## src/rtl/rrg_pkg.sv

```systemverilog
package rrg_pkg;
  typedef enum logic [1:0] {
    HS_IDLE = 2'd0,
    HS_REQ  = 2'd1,
    HS_DROP = 2'd2
  } hs_state_e;
endpackage

```

## src/rtl/rrg_sync.sv

```systemverilog
module rrg_sync #(
  parameter int W      = 1,
  parameter int STAGES = 2
) (
  input  logic         clk_i,
  input  logic         rst_ni,
  input  logic [W-1:0] d_i,
  output logic [W-1:0] q_o
);
  logic [STAGES-1:0][W-1:0] pipe_q;

  always_ff @(posedge clk_i or negedge rst_ni) begin
    if (!rst_ni) pipe_q <= '0;
    else         pipe_q <= {pipe_q[STAGES-2:0], d_i};
  end

  assign q_o = pipe_q[STAGES-1];
endmodule

```

## src/rtl/rrg_timer.sv

```systemverilog
module rrg_timer #(
  parameter int W = 16
) (
  input  logic         clk_i,
  input  logic         rst_ni,
  input  logic         run_i,
  input  logic [W-1:0] interval_i,
  output logic         tick_o
);
  logic [W-1:0] cnt_q;
  logic [W-1:0] last;

  assign last   = (interval_i == '0) ? '0 : interval_i - W'(1);
  // >= so a shortened interval never lets the counter run away
  assign tick_o = run_i && (cnt_q >= last);

  always_ff @(posedge clk_i or negedge rst_ni) begin
    if (!rst_ni)     cnt_q <= '0;
    else if (tick_o) cnt_q <= '0;
    else if (run_i)  cnt_q <= cnt_q + W'(1);
  end
endmodule

```

## src/rtl/rrg_rank.sv

```systemverilog
module rrg_rank
  import rrg_pkg::*;
#(
  parameter int MAX_OWED = 6
) (
  input  logic clk_i,
  input  logic rst_ni,
  input  logic en_i,
  input  logic tick_i,
  input  logic ready_i,
  input  logic ack_i,
  input  logic group_ok_i,
  output logic idle_o,
  output logic pend_o,
  output logic ovf_o,
  output logic req_o
);
  localparam int OWED_W = $clog2(MAX_OWED + 1);

  hs_state_e   state_q, state_d;
  logic [OWED_W-1:0] owed_q;
  logic inc, dec, start;

  assign inc    = tick_i && en_i;
  assign dec    = (state_q == HS_REQ) && ack_i;
  assign start  = (state_q == HS_IDLE) && en_i && ready_i && !ack_i
                  && (owed_q != '0) && group_ok_i;
  assign ovf_o  = inc && !dec && (owed_q == OWED_W'(MAX_OWED));
  assign idle_o = (state_q == HS_IDLE);
  assign pend_o = (owed_q != '0);
  assign req_o  = (state_q == HS_REQ);

  always_comb begin
    state_d = state_q;
    unique case (state_q)
      HS_IDLE: if (start)   state_d = HS_REQ;
      HS_REQ:  if (ack_i)   state_d = HS_DROP;
      HS_DROP: if (!ack_i)  state_d = HS_IDLE;
      default:              state_d = HS_IDLE;
    endcase
  end

  always_ff @(posedge clk_i or negedge rst_ni) begin
    if (!rst_ni) begin
      state_q <= HS_IDLE;
      owed_q  <= '0;
    end else begin
      state_q <= state_d;
      if (inc && !dec && !ovf_o) owed_q <= owed_q + OWED_W'(1);
      else if (dec && !inc)      owed_q <= owed_q - OWED_W'(1);
    end
  end

  a_r2_drop_after_ack: assert property (@(posedge clk_i) disable iff (!rst_ni)
    $fell(req_o) |-> $past(ack_i));
  a_r2_rise_ack_low: assert property (@(posedge clk_i) disable iff (!rst_ni)
    $rose(req_o) |-> !$past(ack_i));
  a_r1_rise_needs_ready: assert property (@(posedge clk_i) disable iff (!rst_ni)
    $rose(req_o) |-> $past(ready_i));
  a_r4_rise_needs_en: assert property (@(posedge clk_i) disable iff (!rst_ni)
    $rose(req_o) |-> $past(en_i));
  a_r5_owed_cap: assert property (@(posedge clk_i) disable iff (!rst_ni)
    owed_q <= OWED_W'(MAX_OWED));
endmodule

```

## src/rtl/refresh_req_gen.sv

```systemverilog
module refresh_req_gen #(
  parameter int NUM_RANKS   = 4,
  parameter int INTERVAL_W  = 16,
  parameter int MAX_OWED    = 6,
  parameter int SYNC_STAGES = 2
) (
  input  logic                  clk_i,
  input  logic                  rst_ni,
  input  logic [NUM_RANKS-1:0]  rank_en_i,
  input  logic                  all_rank_i,
  input  logic [INTERVAL_W-1:0] interval_i,
  input  logic                  ready_i,
  input  logic [NUM_RANKS-1:0]  ack_i,
  output logic [NUM_RANKS-1:0]  req_o,
  output logic                  err_o
);
  logic                 ready_s, tick;
  logic [NUM_RANKS-1:0] ack_s, idle, pend, ovf;
  logic                 group_ok, err_q;

  rrg_sync #(.W(1), .STAGES(SYNC_STAGES)) u_sync_rdy (
    .clk_i, .rst_ni, .d_i(ready_i), .q_o(ready_s));

  rrg_sync #(.W(NUM_RANKS), .STAGES(SYNC_STAGES)) u_sync_ack (
    .clk_i, .rst_ni, .d_i(ack_i), .q_o(ack_s));

  rrg_timer #(.W(INTERVAL_W)) u_timer (
    .clk_i, .rst_ni, .run_i(ready_s), .interval_i, .tick_o(tick));

  // group start: every enabled rank idle and owing
  assign group_ok = !all_rank_i ||
                    ((&(idle | ~rank_en_i)) && (&(pend | ~rank_en_i)));

  for (genvar r = 0; r < NUM_RANKS; r++) begin : g_rank
    rrg_rank #(.MAX_OWED(MAX_OWED)) u_rank (
      .clk_i, .rst_ni,
      .en_i      (rank_en_i[r]),
      .tick_i    (tick),
      .ready_i   (ready_s),
      .ack_i     (ack_s[r]),
      .group_ok_i(group_ok),
      .idle_o    (idle[r]),
      .pend_o    (pend[r]),
      .ovf_o     (ovf[r]),
      .req_o     (req_o[r]));
  end

  always_ff @(posedge clk_i or negedge rst_ni) begin
    if (!rst_ni)   err_q <= 1'b0;
    else if (|ovf) err_q <= 1'b1;
  end
  assign err_o = err_q;

  a_r5_err_sticky: assert property (@(posedge clk_i) disable iff (!rst_ni)
    err_o |=> err_o);
  a_r7_group_rise: assert property (@(posedge clk_i) disable iff (!rst_ni)
    ($past(all_rank_i) && |(req_o & ~$past(req_o)))
      |-> ((req_o & ~$past(req_o)) == $past(rank_en_i)));
endmodule

```

## config.mk

```make
export PLATFORM = sky130hd
export DESIGN_NAME = refresh_req_gen
export DESIGN_NICKNAME = d
export VERILOG_FILES = /design/src/rtl/rrg_pkg.sv /design/src/rtl/rrg_sync.sv /design/src/rtl/rrg_timer.sv /design/src/rtl/rrg_rank.sv /design/src/rtl/refresh_req_gen.sv
export SDC_FILE = /design/constraint.sdc
export NUM_CORES = 1
export LEC_CHECK = 0
export BUFFER_PORTS_ARGS = -buffer_cell sky130_fd_sc_hd__clkbuf_2
export CAP_MARGIN = 25
export CORE_MARGIN = 3
export CORE_UTILIZATION = 50
export CTS_BUF_LIST = sky130_fd_sc_hd__clkbuf_4
export DETAILED_ROUTE_END_ITERATION = 8
export PLACE_DENSITY = 0.69
export SLEW_MARGIN = 20
export SYNTH_ARGS = -nofsm -noshare
export SYNTH_HDL_FRONTEND = slang
export SYNTH_SLANG_ARGS = --single-unit
export TNS_END_PERCENT = 100
```

## constraint.sdc

```tcl
create_clock -name clk_i -period 4.1 [get_ports clk_i]
set_clock_uncertainty 0.1 [all_clocks]
set_input_delay 1.23 -clock clk_i [delete_from_list [all_inputs] [get_ports clk_i]]
set_output_delay 1.23 -clock clk_i [all_outputs]
set_load 0.01 [all_outputs]
```

==> out/qor_table.md <==
| Parameter | Value |
|:---|:---|
| Total wire length after detailed routing | 6790 um |
| Post-detail-place hpwl | 5110 um |
| Placement row count | 28 |
| Slew at the pin with the worst max-slew slack | 0.883 ns |
| Mean post-synth cell area | 9.41 um^2 |
| Wire length of the first global-routing pass | 11400 um |
| Number of different library cells in the post-synthesis netlist | 52 |
| Arrival time at the worst endpoint | 4.60 ns |
| Share of the clock period used by the worst path after layout | 107% |
| Portion of synthesized cell area occupied by the leading cell type | 37.0% |
| Max VDD drop | 340 uV |
| Final count of negative-setup-slack endpoints | 8 |
| Quantity of I/O buffers inserted on ports | 32 |
| GPL Wtd Cong | 0.850 |
| I/O pin cnt | 33 |
| Maxcap violations | 0 |
| Final core utilization | 66.7% |
| Largest net degree at the start of global routing | 38 |
| Yosys top cell by area | sky130_fd_sc_hd__dfrtp_1 |
| TritonCTS Buffers | 5 |
| Initial Utilization | 52.8% |
| Area Growth Syn to Fin | 26.3% |
| Number of design-rule violations left by the first detailed-router iteration | 134 |
| Hold crit path type | flop to flop |
| Required @ worst endpoint | 4.32 ns |
| Number of failing hold endpoints at the final stage | 0 |
| Via-to-Cell Ratio | 5.54 |
| CTS tree | yes |
| Routed vias | 2692 |
| Count of inserted antenna diode cells | 0 |
| Number of sinks driven by the clock tree | 47 |
| Netlist area before placement | 3180 um^2 |
| Number of routed nets with antenna violations | 0 |
| Final-layout setup total negative slack | -1.54 ns |
| Post-Syn Nets | 389 |
| Peak clock frequency supported by timing | 0.228 GHz |
| Total power density per cell area | 493 nW/um^2 |
| Crit path max fanout | 7 |
| Insertion delay of the later-clocked pin in the worst-skew pair | 0.38 ns |
| Status | finished with violations |
| Die Wd | 85.7 um |
| Violations in the final reports | setup timing |
| Fill count | 498 |
| Slew headroom | 41.2% |
| Placeable core region | 6030 um^2 |
| Residual overflow from global routing | 0 |
| FF+latch count, synth | 47 |
| Number of instances in the synthesized netlist | 338 |
| Total of warnings raised by yosys | 0 |
| EDFF count, synth | 0 |
| Fraction of final layout cells sized beyond drive strength 1 | 29.4% |
| Worst reg2reg path depth | 10 |
| Vias in the first global route | 2470 |
| Max Transition Viols Final | 0 |
| Global Route Usage Sum | 19.3% |
| Post-synth ARST share | 100% |
| Biggest area contributors in the synthesized netlist | sky130_fd_sc_hd__dfrtp_1 37%, sky130_fd_sc_hd__ha_1 7.5%, sky130_fd_sc_hd__nand2_1 5.1%, sky130_fd_sc_hd__mux2i_1 5.0%, sky130_fd_sc_hd__xor2_1 5.0% |
| Clock H-tree levels | 2 |
| Dominant register cell in the synthesized netlist | sky130_fd_sc_hd__dfrtp_1 |
| Count of nets after finishing | 461 |
| Setup ws final | -0.280 ns |
| CTS max path bufs | 2 |
| Number of antenna violations at the first check in global routing | 0 |
| First-pass DRT Iterations | 4 |
| Leakage Power | 1.90 nW |
| Worst Setup End Kind | flop |
| Unrepaired setup endpoints after global routing | true |
| Die Height | 85.7 um |
| Clock root buffer | sky130_fd_sc_hd__clkbuf_4 |
| Detailed-route DRC error count | 0 |
| Clock slew seen by the registers of the worst setup and hold paths | 0.15 ns |
| Final routed wire length divided by cell count | 14.0 um |
| Critical Setup Path Class | input port to flop |
| Kind of launch point of the worst setup path | input port |
| Instance count along the most critical hold path | 0 |
| Die outline area | 7350 um^2 |
| Min Tclk post-route | 4.38 ns |
| Share of synthesized area occupied by flip-flops and latches | 37.0% |
## logic make-up (layout without fill, tap and decap cells)
logic type / count (synthesis) / count (layout) / synth area share [%]
xor gates and xnor gates: 27 / 27 / 7.44
buffers and inverters: 17 / 90 / 2.99
muxes: 17 / 17 / 5.39
adders and majority gates: 23 / 23 / 10.0
AOI/OAI and AO/OA: 55 / 55 / 12.7
and+or+nand+nor: 152 / 152 / 24.5
DFF: 47 / 47 / 37.0
## layer usage
layer  global-route usage [%]  vias to the layer above  share of wire (%)
met5                        0                        -                  0
met2                     30.3                       31                 47
met3                     4.90                        9                2.6
met1                     26.8                     1293                 49
met4                     4.75                        0                1.2
li1                         -                     1359                  -
## sequential cells by signal, summed over array words and instances (netlist names)
| name | flops |
|---|---|
| err_o | 1 |
| g_rank.u_rank.owed_q | 12 |
| g_rank.u_rank.state_q | 8 |
| u_sync_ack.pipe_q | 4 |
| u_sync_ack.q_o | 4 |
| u_sync_rdy.pipe_q | 1 |
| u_sync_rdy.q_o | 1 |
| u_timer.cnt_q | 16 |
## through the flow
stage          hold slack, ns  worst slack, ns  instance area [um^2]  total power (W)  std cells
5_1_grt                 0.273           -0.363                  4020          0.00214        486
2_1_floorplan           0.231           -0.721                  3230          0.00135        338
3_5_place_dp            0.236           -0.797                  3690          0.00158        472
3_3_place_gp            0.233           -0.724                  3690          0.00154        472
6_report                0.263           -0.280                  4020          0.00198        486
4_1_cts                 0.262           -0.266                  3910          0.00197        482
## worst max-delay path, cell delays in order
cell and delay, ns:
sky130_fd_sc_hd__buf_6 0.09, sky130_fd_sc_hd__or4_4 0.57, sky130_fd_sc_hd__buf_6 0.15, sky130_fd_sc_hd__nor3_4 0.11, sky130_fd_sc_hd__xor2_1 0.18, sky130_fd_sc_hd__nand2_1 0.12
sky130_fd_sc_hd__ha_4 0.31, sky130_fd_sc_hd__nand4_4 0.12, sky130_fd_sc_hd__nor3_4 0.18, sky130_fd_sc_hd__a32oi_2 0.17, sky130_fd_sc_hd__a21oi_2 0.17, sky130_fd_sc_hd__buf_6 0.14
sky130_fd_sc_hd__nand4_1 0.10, sky130_fd_sc_hd__fa_2 0.35, sky130_fd_sc_hd__or3_1 0.34, sky130_fd_sc_hd__a22o_1 0.19, sky130_fd_sc_hd__o211ai_2 0.06
## cells in the mapped netlist (3+ instances only)
| cell type | number |
|---|---|
| sky130_fd_sc_hd__nand2_1 | 43 |
| sky130_fd_sc_hd__fa_1 | 4 |
| sky130_fd_sc_hd__a21oi_1 | 7 |
| sky130_fd_sc_hd__o31ai_1 | 5 |
| sky130_fd_sc_hd__nand3_1 | 11 |
| sky130_fd_sc_hd__nor2_1 | 31 |
| sky130_fd_sc_hd__inv_1 | 7 |
| sky130_fd_sc_hd__xor2_1 | 18 |
| sky130_fd_sc_hd__buf_4 | 4 |
| sky130_fd_sc_hd__nand3b_1 | 3 |
| sky130_fd_sc_hd__o2bb2ai_1 | 3 |
| sky130_fd_sc_hd__nor4_1 | 3 |
| sky130_fd_sc_hd__clkbuf_1 | 3 |
| sky130_fd_sc_hd__or3_1 | 3 |
| sky130_fd_sc_hd__o21a_1 | 4 |
| sky130_fd_sc_hd__xnor2_1 | 9 |
| sky130_fd_sc_hd__nor3_1 | 13 |
| sky130_fd_sc_hd__a31oi_1 | 8 |
| sky130_fd_sc_hd__ha_1 | 19 |
| sky130_fd_sc_hd__nand4_1 | 14 |
| sky130_fd_sc_hd__nor2b_1 | 8 |
| sky130_fd_sc_hd__dfrtp_1 | 47 |
| sky130_fd_sc_hd__mux2i_1 | 16 |
| sky130_fd_sc_hd__o21ai_0 | 11 |
| sky130_fd_sc_hd__and3_1 | 4 |
| sky130_fd_sc_hd__nand2b_1 | 5 |
## power by group
part	internal, W	total (W)	switching [W]
combinational	0.000434	0.000837	0.000403
clock	0.000197	0.000350	0.000154
sequential	0.000593	0.000794	0.000201
## what timing repair did
item                       in CTS  in global routing
pin swaps                      19                 14
resized for setup              13                 15
buffers inserted                2                  4
hold buffers                    0                  0
setup endpoints to repair       8                  8
## layout by cell type, fill, tap and decap left out, drive strengths merged, types with 7 or more instances in the layout
cell type	count
nand4	15
buf	44
ha	19
nor3	14
xor2	18
o21ai	11
clkbuf	37
nor2	31
mux2i	16
nand2	44
dfrtp	47
xnor2	9
nand3	11
nor2b	8
a21oi	9
a31oi	8
inv	7
## worst paths after layout
kind	startpoint	end	slack, ns
max	interval_i[10]	g_rank[3].u_rank.owed_q[2]	-0.28
max in group asynchronous	rst_ni	g_rank[2].u_rank.owed_q[1]	2.36
min reg2reg	u_sync_ack.pipe_q[1]	u_sync_ack.q_o[1]	0.26
max reg2reg	u_timer.cnt_q[0]	g_rank[0].u_rank.owed_q[1]	1.22
min	u_sync_ack.pipe_q[1]	u_sync_ack.q_o[1]	0.26
min in group asynchronous	rst_ni	g_rank[3].u_rank.state_q[1]	0.85
## cell type report
type	count	area, um^2	share of cell area [%]
well taps	75	93.8	2.34
clock buffers	6	45.0	1.12
clock inverters	2	60.1	1.50
repair buffers	75	500	12.5
flip-flops and latches	47	1180	29.3
inverters	7	26.3	0.654
multi-input cells	274	2110	52.6
No activity file was read; power rests on OpenSTA's default activity.
